File: src/rtl/xbar_arb_pkg.sv
package xbar_arb_pkg;

    localparam int XA_AW = 32;
    localparam int XA_DW = 32;
    localparam int XA_PW = 3;

    // Effective rank: boost bit on top of the programmed level.
    typedef logic [XA_PW:0] rank_t;

    typedef struct packed {
        logic              wr;
        logic              last;
        logic [XA_AW-1:0]  addr;
        logic [XA_DW-1:0]  data;
    } beat_t;

    function automatic rank_t make_rank(input logic boost, input logic [XA_PW-1:0] lvl);
        return {boost, lvl};
    endfunction

    function automatic logic outranks(input rank_t a, input rank_t b);
        return a > b;
    endfunction

endpackage

File: src/rtl/xarb_pick.sv
module xarb_pick
    import xbar_arb_pkg::*;
#(
    parameter int NM = 6,
    parameter int IW = (NM > 1) ? $clog2(NM) : 1
) (
    input  logic [NM-1:0] req,
    input  rank_t         rank [NM],
    input  logic          hold_ok,
    input  logic [IW-1:0] hold_idx,
    output logic [IW-1:0] win_idx,
    output logic          win_any
);

    rank_t best;

    always_comb begin
        best    = '0;
        win_idx = '0;
        win_any = 1'b0;
        // strict compare keeps the lowest index on equal rank
        for (int i = 0; i < NM; i++) begin
            if (req[i] && (!win_any || outranks(rank[i], best))) begin
                win_any = 1'b1;
                best    = rank[i];
                win_idx = IW'(i);
            end
        end
        // last owner keeps the slave when it ties the best rank
        if (win_any && hold_ok && req[hold_idx] && (rank[hold_idx] == best))
            win_idx = hold_idx;
    end

endmodule

File: src/rtl/xarb_lane.sv
module xarb_lane
    import xbar_arb_pkg::*;
#(
    parameter int NM = 6,
    parameter int IW = (NM > 1) ? $clog2(NM) : 1
) (
    input  logic          clk,
    input  logic          rst,
    input  logic [NM-1:0] req,
    input  logic [NM-1:0] boost,
    input  rank_t         rank [NM],
    input  beat_t         beat [NM],
    input  logic          s_ready,
    output logic [NM-1:0] gnt,
    output logic          s_valid,
    output beat_t         s_beat
);

    logic          busy;
    logic          parked;
    logic [IW-1:0] owner;
    logic [IW-1:0] pick_idx;
    logic          pick_any;
    logic [IW-1:0] sel_idx;
    logic          accept;

    xarb_pick #(.NM(NM), .IW(IW)) u_pick (
        .req      (req),
        .rank     (rank),
        .hold_ok  (parked),
        .hold_idx (owner),
        .win_idx  (pick_idx),
        .win_any  (pick_any)
    );

    always_comb begin
        sel_idx = busy ? owner : pick_idx;
        s_valid = busy ? req[owner] : pick_any;
        gnt     = '0;
        if (busy || pick_any)
            gnt[sel_idx] = 1'b1;
        s_beat  = s_valid ? beat[sel_idx] : '0;
        accept  = s_valid && s_ready;
    end

    always_ff @(posedge clk) begin
        if (rst) begin
            busy   <= 1'b0;
            parked <= 1'b0;
            owner  <= '0;
        end else if (accept) begin
            owner  <= sel_idx;
            parked <= 1'b1;
            busy   <= !s_beat.last;
        end
    end

    assert_gnt_onehot_R1: assert property (@(posedge clk) disable iff (rst)
        $onehot0(gnt));

    assert_gnt_to_req_R1: assert property (@(posedge clk) disable iff (rst)
        !busy |-> ((gnt & ~req) == '0));

    assert_hold_R7: assert property (@(posedge clk) disable iff (rst)
        (accept && !s_beat.last) |=> (gnt == $past(gnt)));

    assert_boost_wins_R5: assert property (@(posedge clk) disable iff (rst)
        (!busy && ((req & boost) != '0)) |-> ((gnt & boost) != '0));

    assert_no_gap_R8: assert property (@(posedge clk) disable iff (rst)
        (accept && s_beat.last) |=> ((req == '0) || s_valid));

endmodule

File: src/rtl/xbar_port_arbiter.sv
module xbar_port_arbiter
    import xbar_arb_pkg::*;
#(
    parameter int                NUM_M     = 6,
    parameter int                NUM_S     = 3,
    parameter logic [NUM_M-1:0]  ELEV_MASK = 6'b100100,
    localparam int               SW        = (NUM_S > 1) ? $clog2(NUM_S) : 1,
    localparam int               IW        = (NUM_M > 1) ? $clog2(NUM_M) : 1
) (
    input  logic                     clk,
    input  logic                     rst,
    input  logic [NUM_M-1:0]         m_req,
    input  logic [NUM_M*SW-1:0]      m_tgt,
    input  logic [NUM_M-1:0]         m_wr,
    input  logic [NUM_M-1:0]         m_last,
    input  logic [NUM_M*XA_AW-1:0]   m_addr,
    input  logic [NUM_M*XA_DW-1:0]   m_wdata,
    output logic [NUM_M*XA_DW-1:0]   m_rdata,
    output logic [NUM_M-1:0]         m_ack,
    input  logic [NUM_M*XA_PW-1:0]   prio_cfg,
    input  logic [NUM_M-1:0]         elev_req,
    output logic [NUM_S*NUM_M-1:0]   s_gnt,
    output logic [NUM_S-1:0]         s_valid,
    output logic [NUM_S-1:0]         s_wr,
    output logic [NUM_S*XA_AW-1:0]   s_addr,
    output logic [NUM_S*XA_DW-1:0]   s_wdata,
    input  logic [NUM_S*XA_DW-1:0]   s_rdata,
    input  logic [NUM_S-1:0]         s_ready
);

    beat_t            beat    [NUM_M];
    rank_t            rank    [NUM_M];
    logic [NUM_M-1:0] boost;
    logic [NUM_M-1:0] req_to  [NUM_S];
    logic [NUM_M-1:0] gnt_to  [NUM_S];
    beat_t            lane_bt [NUM_S];

    for (genvar i = 0; i < NUM_M; i++) begin : g_master
        assign boost[i] = elev_req[i] & ELEV_MASK[i];
        assign rank[i]  = make_rank(boost[i], prio_cfg[i*XA_PW +: XA_PW]);
        assign beat[i]  = '{wr:   m_wr[i],
                            last: m_last[i],
                            addr: m_addr[i*XA_AW +: XA_AW],
                            data: m_wdata[i*XA_DW +: XA_DW]};
    end

    always_comb begin
        for (int j = 0; j < NUM_S; j++)
            for (int i = 0; i < NUM_M; i++)
                req_to[j][i] = m_req[i] && (m_tgt[i*SW +: SW] == SW'(j));
    end

    for (genvar j = 0; j < NUM_S; j++) begin : g_slave
        xarb_lane #(.NM(NUM_M), .IW(IW)) u_lane (
            .clk     (clk),
            .rst     (rst),
            .req     (req_to[j]),
            .boost   (boost),
            .rank    (rank),
            .beat    (beat),
            .s_ready (s_ready[j]),
            .gnt     (gnt_to[j]),
            .s_valid (s_valid[j]),
            .s_beat  (lane_bt[j])
        );
        assign s_gnt[j*NUM_M +: NUM_M]   = gnt_to[j];
        assign s_wr[j]                   = lane_bt[j].wr;
        assign s_addr[j*XA_AW +: XA_AW]  = lane_bt[j].addr;
        assign s_wdata[j*XA_DW +: XA_DW] = lane_bt[j].data;
    end

    // return path: acknowledge and read data back to each master
    always_comb begin
        m_ack   = '0;
        m_rdata = '0;
        for (int i = 0; i < NUM_M; i++) begin
            for (int j = 0; j < NUM_S; j++) begin
                if (m_req[i] && gnt_to[j][i] && s_ready[j])
                    m_ack[i] = 1'b1;
                if (m_tgt[i*SW +: SW] == SW'(j))
                    m_rdata[i*XA_DW +: XA_DW] = s_rdata[j*XA_DW +: XA_DW];
            end
        end
    end

    assert_ack_needs_ready_R9: assert property (@(posedge clk) disable iff (rst)
        (m_ack != '0) |-> (s_ready != '0));

    assert_ack_single_slave_R2: assert property (@(posedge clk) disable iff (rst)
        $countones(m_ack) <= $countones(s_ready));

endmodule

File: config.mk
export PLATFORM = sky130hd
export DESIGN_NAME = xbar_port_arbiter
export DESIGN_NICKNAME = d
export VERILOG_FILES = /design/src/rtl/xbar_arb_pkg.sv /design/src/rtl/xarb_pick.sv /design/src/rtl/xarb_lane.sv /design/src/rtl/xbar_port_arbiter.sv
export SDC_FILE = /design/constraint.sdc
export NUM_CORES = 1
export LEC_CHECK = 0
export BUFFER_PORTS_ARGS = -buffer_cell sky130_fd_sc_hd__clkbuf_2
export CAP_MARGIN = 0
export CORE_AREA = 3 3 367 369
export CTS_CLUSTER_SIZE = 14
export DETAILED_ROUTE_END_ITERATION = 6
export DIE_AREA = 0 0 370 372
export GPL_TIMING_DRIVEN = 1
export HOLD_SLACK_MARGIN = 0.03
export PLACE_DENSITY = 0.37
export REMOVE_ABC_BUFFERS = 1
export SYNTH_ARGS = -nofsm -noshare
export SYNTH_HDL_FRONTEND = slang
export SYNTH_SLANG_ARGS = --single-unit
File: constraint.sdc
create_clock -name clk -period 9.4 [get_ports clk]
set_input_delay 0.94 -clock clk [delete_from_list [all_inputs] [get_ports clk]]
set_output_delay 0.94 -clock clk [all_outputs]
set_load 0.005 [all_outputs]
# [After elaboration in Yosys (flattened, before gate mapping)]
# Index checks and enable logic that the tools add are counted.
[classes] muxes=132 mul=0 reduce_logical=126 addsub=0 n_bitwise=6 n_shift=0 eq_ne=15 n_div=0 magnitude_cmp=30
[op_table] operator="66-bit binary-select mux with 3-bit select" n=3
[op_table] operator="66-bit two-way mux" n=9
[op_table] operator="32-bit two-way mux" n=18
[op_table] operator="1-bit logical AND" n=84
[op_table] operator="4-bit two-way mux" n=21
[op_table] operator="3-bit two-way mux" n=21
[op_table] operator="1-bit two-way mux" n=48
[op_table] operator="4-bit binary-select mux with 3-bit select" n=3
[op_table] operator="3-bit by 4-bit > comparator with 1-bit output" n=9
[op_table] operator="4-bit >= comparator (second input constant)" n=6
[op_table] operator="4-bit > comparator" n=6
[op_table] operator="3-bit by 4-bit less-than comparator with 1-bit output (second input constant)" n=6
[op_table] operator="3-bit NOT with 4-bit output" n=6
[op_table] operator="1-bit zero test" n=18
[op_table] operator="1-bit logical OR" n=18
[op_table] operator="6-bit two-way mux" n=3
[op_table] operator="2-bit by 1-bit == test with 1-bit output (second input constant)" n=6
[op_table] operator="2-bit == test (second input constant)" n=6
[op_table] operator="4-bit == test" n=3
[op_table] operator="2-bit zero test" n=6
[op_table] operator="1-bit binary-select mux with 3-bit select" n=3
[op_table] operator="1-bit demux with 3-bit select" n=3
[op_table] operator="3-bit by 1-bit >= comparator with 1-bit output (second input constant)" n=3
[totals] latchBits=0 n_memories=0 rom_bits=0 register_bits=15 ram_bits=0 inputBits=539

# [Logic depth before layout (Yosys ltp)]
[logic_depth] word_depth=38 ltp_mapped=44 depth_no_buf=39

# [Hierarchy]
# A second synthesis with hierarchy kept.
[hier_totals] hier_cells=2822 area_unflattened_um2=21389.3
[modules_own_cells] mod="xarb_lane at g_slave[0].u_lane ..." cells_per_inst=580 n_inst=2 seq_area_each_um2=100.1 area_each_um2=3976.3
[modules_own_cells] mod="xbar_port_arbiter" cells_per_inst=494 n_inst=1 seq_area_each_um2=0.0 area_each_um2=4714.5
[modules_own_cells] mod="xarb_lane at g_slave[2].u_lane" cells_per_inst=580 n_inst=1 seq_area_each_um2=100.1 area_each_um2=3972.6
[modules_own_cells] mod="xarb_pick at g_slave[1].u_lane.u_pick ..." cells_per_inst=182 n_inst=2 seq_area_each_um2=0.0 area_each_um2=1500.2
[modules_own_cells] mod="xarb_pick at g_slave[0].u_lane.u_pick" cells_per_inst=224 n_inst=1 seq_area_each_um2=0.0 area_each_um2=1749.2

# [Worst setup path before layout]
# No wires, ideal clock.
[synth_timing] path_type="input to output" startpoint="input port m_req[0]" endpoint="output port s_addr[0]" slack_ps=-774 path_buffers=3 arrival_time_ps=9234 cell_stages=42 path_cell_list="buf_2 > nor3b_1 > nand2_1 > ha_1 > and3b_1 > o21a_1 > a21oi_1 > a22oi_1 > ha_1 > nand3b_1 > a32oi_1 > o21a_1 > a221oi_2 > or2_2 > ha_1 > and3b_1 > o21ai_0 > a31oi_1 > [... 6 more ...] > or4_1 > o21a_1 > nand2_1 > o21ai_0 > ha_1 > nor2b_1 > o211a_1 > o21ai_0 > a21oi_1 > or3_1 > o221a_2 > a211oi_2 > a21oi_2 > buf_4 > nand2_4 > clkbuf_1 > a21oi_1 > o221ai_2"
[synth_between] elab_chain_len=32 elab_cells_between_ends=52
[synth_rtl] item="start: declaration" line="xbar_port_arbiter.sv:12" rtl="input logic [NUM_M-1:0] m_req,"
[synth_rtl] item="1-bit logical AND (*)" line="xbar_port_arbiter.sv:50" rtl="req_to[j][i] = m_req[i] && (m_tgt[i*SW +: SW] == SW'(j));"
[synth_rtl] item="branches (longest 30 deep; another with 3-bit by 4-bit > comparator with 1-bit output)"
[synth_rtl] item="66-bit two-way mux (*)" line="xarb_lane.sv:42" rtl="s_beat = s_valid ? beat[sel_idx] : '0;"
[synth_rtl] item="end: declaration" line="xbar_port_arbiter.sv:25" rtl="output logic [NUM_S*XA_AW-1:0] s_addr,"
# Every way passes the cells marked *. The select of a mux whose other input is x is not followed.

# [Worst setup path after layout]
[layout_timing] startpoint="input port m_tgt[1]" endpoint="output port s_wdata[91]"
[layout_between] elab_chain_len=33 elab_cells_between_ends=53
[layout_rtl] item="start: declaration" line="xbar_port_arbiter.sv:13" rtl="input logic [NUM_M*SW-1:0] m_tgt,"
[layout_rtl] item="2-bit == test (*)" line="xbar_port_arbiter.sv:50"
[layout_rtl] item="1-bit logical AND (*)" line="xbar_port_arbiter.sv:50"
[layout_rtl] item="branches (longest 30 deep; another with 3-bit by 4-bit > comparator with 1-bit output)"
[layout_rtl] item="66-bit two-way mux (*)" line="xarb_lane.sv:42"
[layout_rtl] item="end: declaration" line="xbar_port_arbiter.sv:26" rtl="output logic [NUM_S*XA_DW-1:0] s_wdata,"
# Marks and branches as above.

==> results by group <==
Clock tree
  – Max H-tree Level: 1
  – Register clock-pin slew on the reported worst setup and hold paths: 0.05 ns
  – CTS sink cnt: 15
  – CTS Buf Count: 3
  – Clock latency on the worst-skew pair: 0.26 ns
  – Root Buffer: clkbuf_16
  – CTS Buffer Depth: 2
  – CTS tree: yes

Floorplan
  – Floorplan row count: ~130
  – Area of the die: 0.138 mm2
  – Die Y: 372 um
  – Core area: approximately 0.13 mm2
  – Io pins: 953
  – Initial core utilization: 0.161
  – Die width: 370 um

STA
  – Unrepaired setup endpoints after global routing: true
  – Worst relative slew slack: 0.187
  – Minimum clock period: 10.98 ns
  – Final Max Slew Viols: 0
  – Part of the cycle the worst path needs: 1.17
  – Final setup skew: about 0.0045 ns
  – Fmax: 91.1 MHz
  – # setup viols final: between 200 and 250
  – Final worst-path setup slack: -1.58 ns
  – Fin. Hold Viols: 0
  – Worst-margin pin slew: roughly 1.2 ns
  – Hold_ws: roughly 0.48 ns

Global route
  – Total grt overflow: 0
  – Antenna violations before repair: 96
  – Largest net degree at the start of global routing: 68
  – First-pass GRT wire length: 266 mm
  – Vias in the first global route: 32200
  – GRT Overall Usage: 0.268

Final layout
  – Fill cells: 14500
  – Area grow syn2layout: 81.7%
  – Final Util: 0.293
  – Share of layout cells above drive strength 1: 0.492
  – Fin nets: 5032
  – Post-route cell area: 0.0385 mm2

Yosys
  – Largest family of logic cells by synthesized area: compound AO/OA/AOI/OAI gates
  – Post-synthesis cell type count: approximately 110
  – Avg Cell Area, Syn: 6.90 um2
  – Synth Register Bits: 15
  – Post-Synth XOR/XNOR Area: 0.00632
  – Ys flop type: dfxtp_1
  – Synth Area in Adders: 0.0283
  – Mux share of post-synthesis cell area: 0.243
  – Yosys warns: 0
  – Post-synth EDFFs: 0
  – Post-Synthesis Cell Area: 0.0212 mm2
  – FFs w/ async S/R, synth: 0
  – Post-Syn Instances: 3070
  – Post-synthesis sequential area ratio: 0.0142
  – Simple-gate share of the synthesized area: 0.201
  – Synth Area in Compound Gates: 0.408

Placement
  – Hpwl dp: 147 mm
  – Placement Setup Slack: -1.94 ns
  – Placed cell area: 0.0318 mm2
  – RePlAce Congestion: 0.980
  – IO Port Bufs: 948

Setup path
  – CP Launch Type: input port
  – Cell mode on critical path: ha_4
  – Worst path slowest cell: a222oi_1
  – WS Path Type: in -> out
  – FF-to-FF Start: g_slave[0].u_lane.owner[1]$_SDFFE_PP0P_
  – Critical Path Max Stage Delay: 1.04 ns
  – Critical Path Sink Type: output port
  – CP startpoint: m_tgt[1]
  – Worst EP required: 8.46 ns
  – CP Max Fanout: 16
  – Critical Path AT: 10.04 ns

Power and ir drop
  – Clock power share: 0.013
  – Psw: 3.57 mW
  – Sw frac: 0.525
  – Pint: 3.22 mW
  – Total power draw: 6.79 mW
  – PD cells: 176 mW/mm2
  – Peak supply drop: 0.105 mV
  – Sequential share of power: 0.017
  – Leakage power: 17.8 nW
  – Combinational share of power: 0.970

Min path
  – Tightest Hold Check Type: reg -> reg
  – Min-Delay Startpoint: g_slave[2].u_lane.parked$_SDFFE_PP0P_

Detailed routing
  – Avg Vias per Cell: 5.37
  – Drt pass-1 iters: 6
  – Post-DRT Antenna Nets: 0
  – Vias: about 34000
  – Initial DRC Count: 3214
  – Routed length per instance: 31.8 um
  – Residual DRC: 0
  – Final WL: 199 mm

Run status
  – Status: finished, violations left
  – Failing checks: setup timing

Flow run
  – Max Cap Violations: 0
[timing repair]
| action | CTS | global route |
|---|---|---|
| endpoints found under the setup margin | 222 | 220 |
| hold buffers | 0 | 0 |
| gates resized for setup | 567 | 288 |
| pin swaps | 172 | 116 |
| setup buffers | 158 | 55 |
| gates cloned | 39 | 10 |
[path summary, 6_finish.rpt]
kind                                                               to  slack, ns  cells past startpoint
worst max-delay path                                      s_wdata[91]      -1.58                     43
worst min-delay path            g_slave[2].u_lane.parked$_SDFFE_PP0P_       0.48                      2
worst max register to register    g_slave[0].u_lane.busy$_SDFFE_PP0P_       4.65                     19
worst min register to register  g_slave[2].u_lane.parked$_SDFFE_PP0P_       0.48                      2
[stage by stage]
step / instances / TNS [ns]
global placement: 5949 / -318.32
CTS: 6142 / -202.47
floorplan: 2722 / -1210.37
detailed placement: 5949 / -328.03
finish: 6257 / -247.66
global route: 6233 / -324.98
[layer usage]
metal  up-vias  global-route usage  part of all wire
met3       452              0.0622             0.081
met5         -                   0            0.0020
met1     16700               0.312              0.38
met4        56               0.154             0.067
met2      1769               0.449              0.47
li1      14700                   -                 -
[cell families (layout without fill, tap and decap cells)]
| group | count (synthesis) | after routing |
|---|---|---|
| AO/OA/AOI/OAI | 1234 | 1234 |
| AND/OR/NAND/NOR | 813 | 814 |
| buffers and inverters | 449 | 1822 |
| flip-flops | 15 | 15 |
| multiplexers | 500 | 500 |
| XOR/XNOR | 11 | 11 |
| adder cells (fa/ha/maj) | 48 | 48 |
| other | 0 | 58 |
[power by group through the flow]
stage / logic (mW) / registers [mW] / clock network (mW)
6_report: 6.59 / 0.118 / 0.0887
5_1_grt: 6.81 / 0.122 / 0.0936
4_1_cts: 6.23 / 0.118 / 0.0915
3_5_place_dp: 5.00 / 0.118 / 0
3_3_place_gp: 5.02 / 0.118 / 0
2_1_floorplan: 2.08 / 0.0999 / 0
[worst max-delay path, delay by kind of cell]
kind	cells	cell delay (ns)
AO/OA/AOI/OAI	17	4.08
adder cells (fa/ha/maj)	5	1.39
buffers and inverters	8	1.12
multiplexers	3	0.68
AND/OR/NAND/NOR	10	1.75
[layout make-up]
class / instances / area, um2 / share of cell area
clock inverters: 1 / 5.00 / 0.000130
diodes: 58 / 145 / 0.00377
well taps: 1755 / 2200 / 0.0570
repair buffers: 1717 / 14200 / 0.369
multi-input cells: 2607 / 21200 / 0.550
inverters: 101 / 379 / 0.00985
flip-flops and latches: 15 / 300 / 0.00780
clock buffers: 3 / 75.1 / 0.00195
[layout by cell type, fill, tap and decap left out, types with 76 or more instances in the layout]
cell type and n:
clkbuf_2 861, buf_4 482, mux2i_1 437, o21ai_0 268, nand2_1 237, a21boi_0 207, and3_1 206, o21ai_1 164
buf_12 137, nor3_1 122, buf_6 98, inv_1 94, a21oi_1 79, o221ai_2 76
[state kept, by name, summed over array words and instances (netlist names)]
name and flops:
g_slave.u_lane.owner 9, g_slave.u_lane.busy 3, g_slave.u_lane.parked 3
[synthesized netlist by cell type, types with 6 or more instances]
cell type  instances  share of area
ha_1              48          0.028
mux2_2            16         0.0085
o21ai_0          319          0.075
clkbuf_1         185          0.033
and3b_1            9         0.0037
a21oi_1          119          0.028
buf_1             15         0.0027
o21ai_1          169          0.040
nand3_1           40         0.0094
a222oi_1          65          0.031
nand4b_1           7         0.0029
o211a_1            9         0.0043
mux2i_1          472           0.22
a21boi_0         260          0.092
nor4_1             7         0.0021
nand2_1          250          0.044
and3_1           211          0.062
a22oi_1            7         0.0025
a31oi_1           15         0.0044
dfxtp_1           15          0.014
mux4_2             8         0.0085
or2_2              8         0.0024
nor3b_1            6         0.0021
nand3b_1          17         0.0060
buf_4             31          0.011
o21a_1             9         0.0032
buf_2             94          0.022
inv_1             99          0.018
and2_1            23         0.0068
o221ai_1          81          0.033
or3_1              7         0.0021
a211oi_1          14         0.0050
nor3_1           142          0.034
a21o_1            14         0.0050
nor2_1            45         0.0080
buf_6             23          0.012
nor2b_1           17         0.0050
o211ai_1          15         0.0053
o221ai_2          50          0.035
Power figures use the tool's default switching activity.
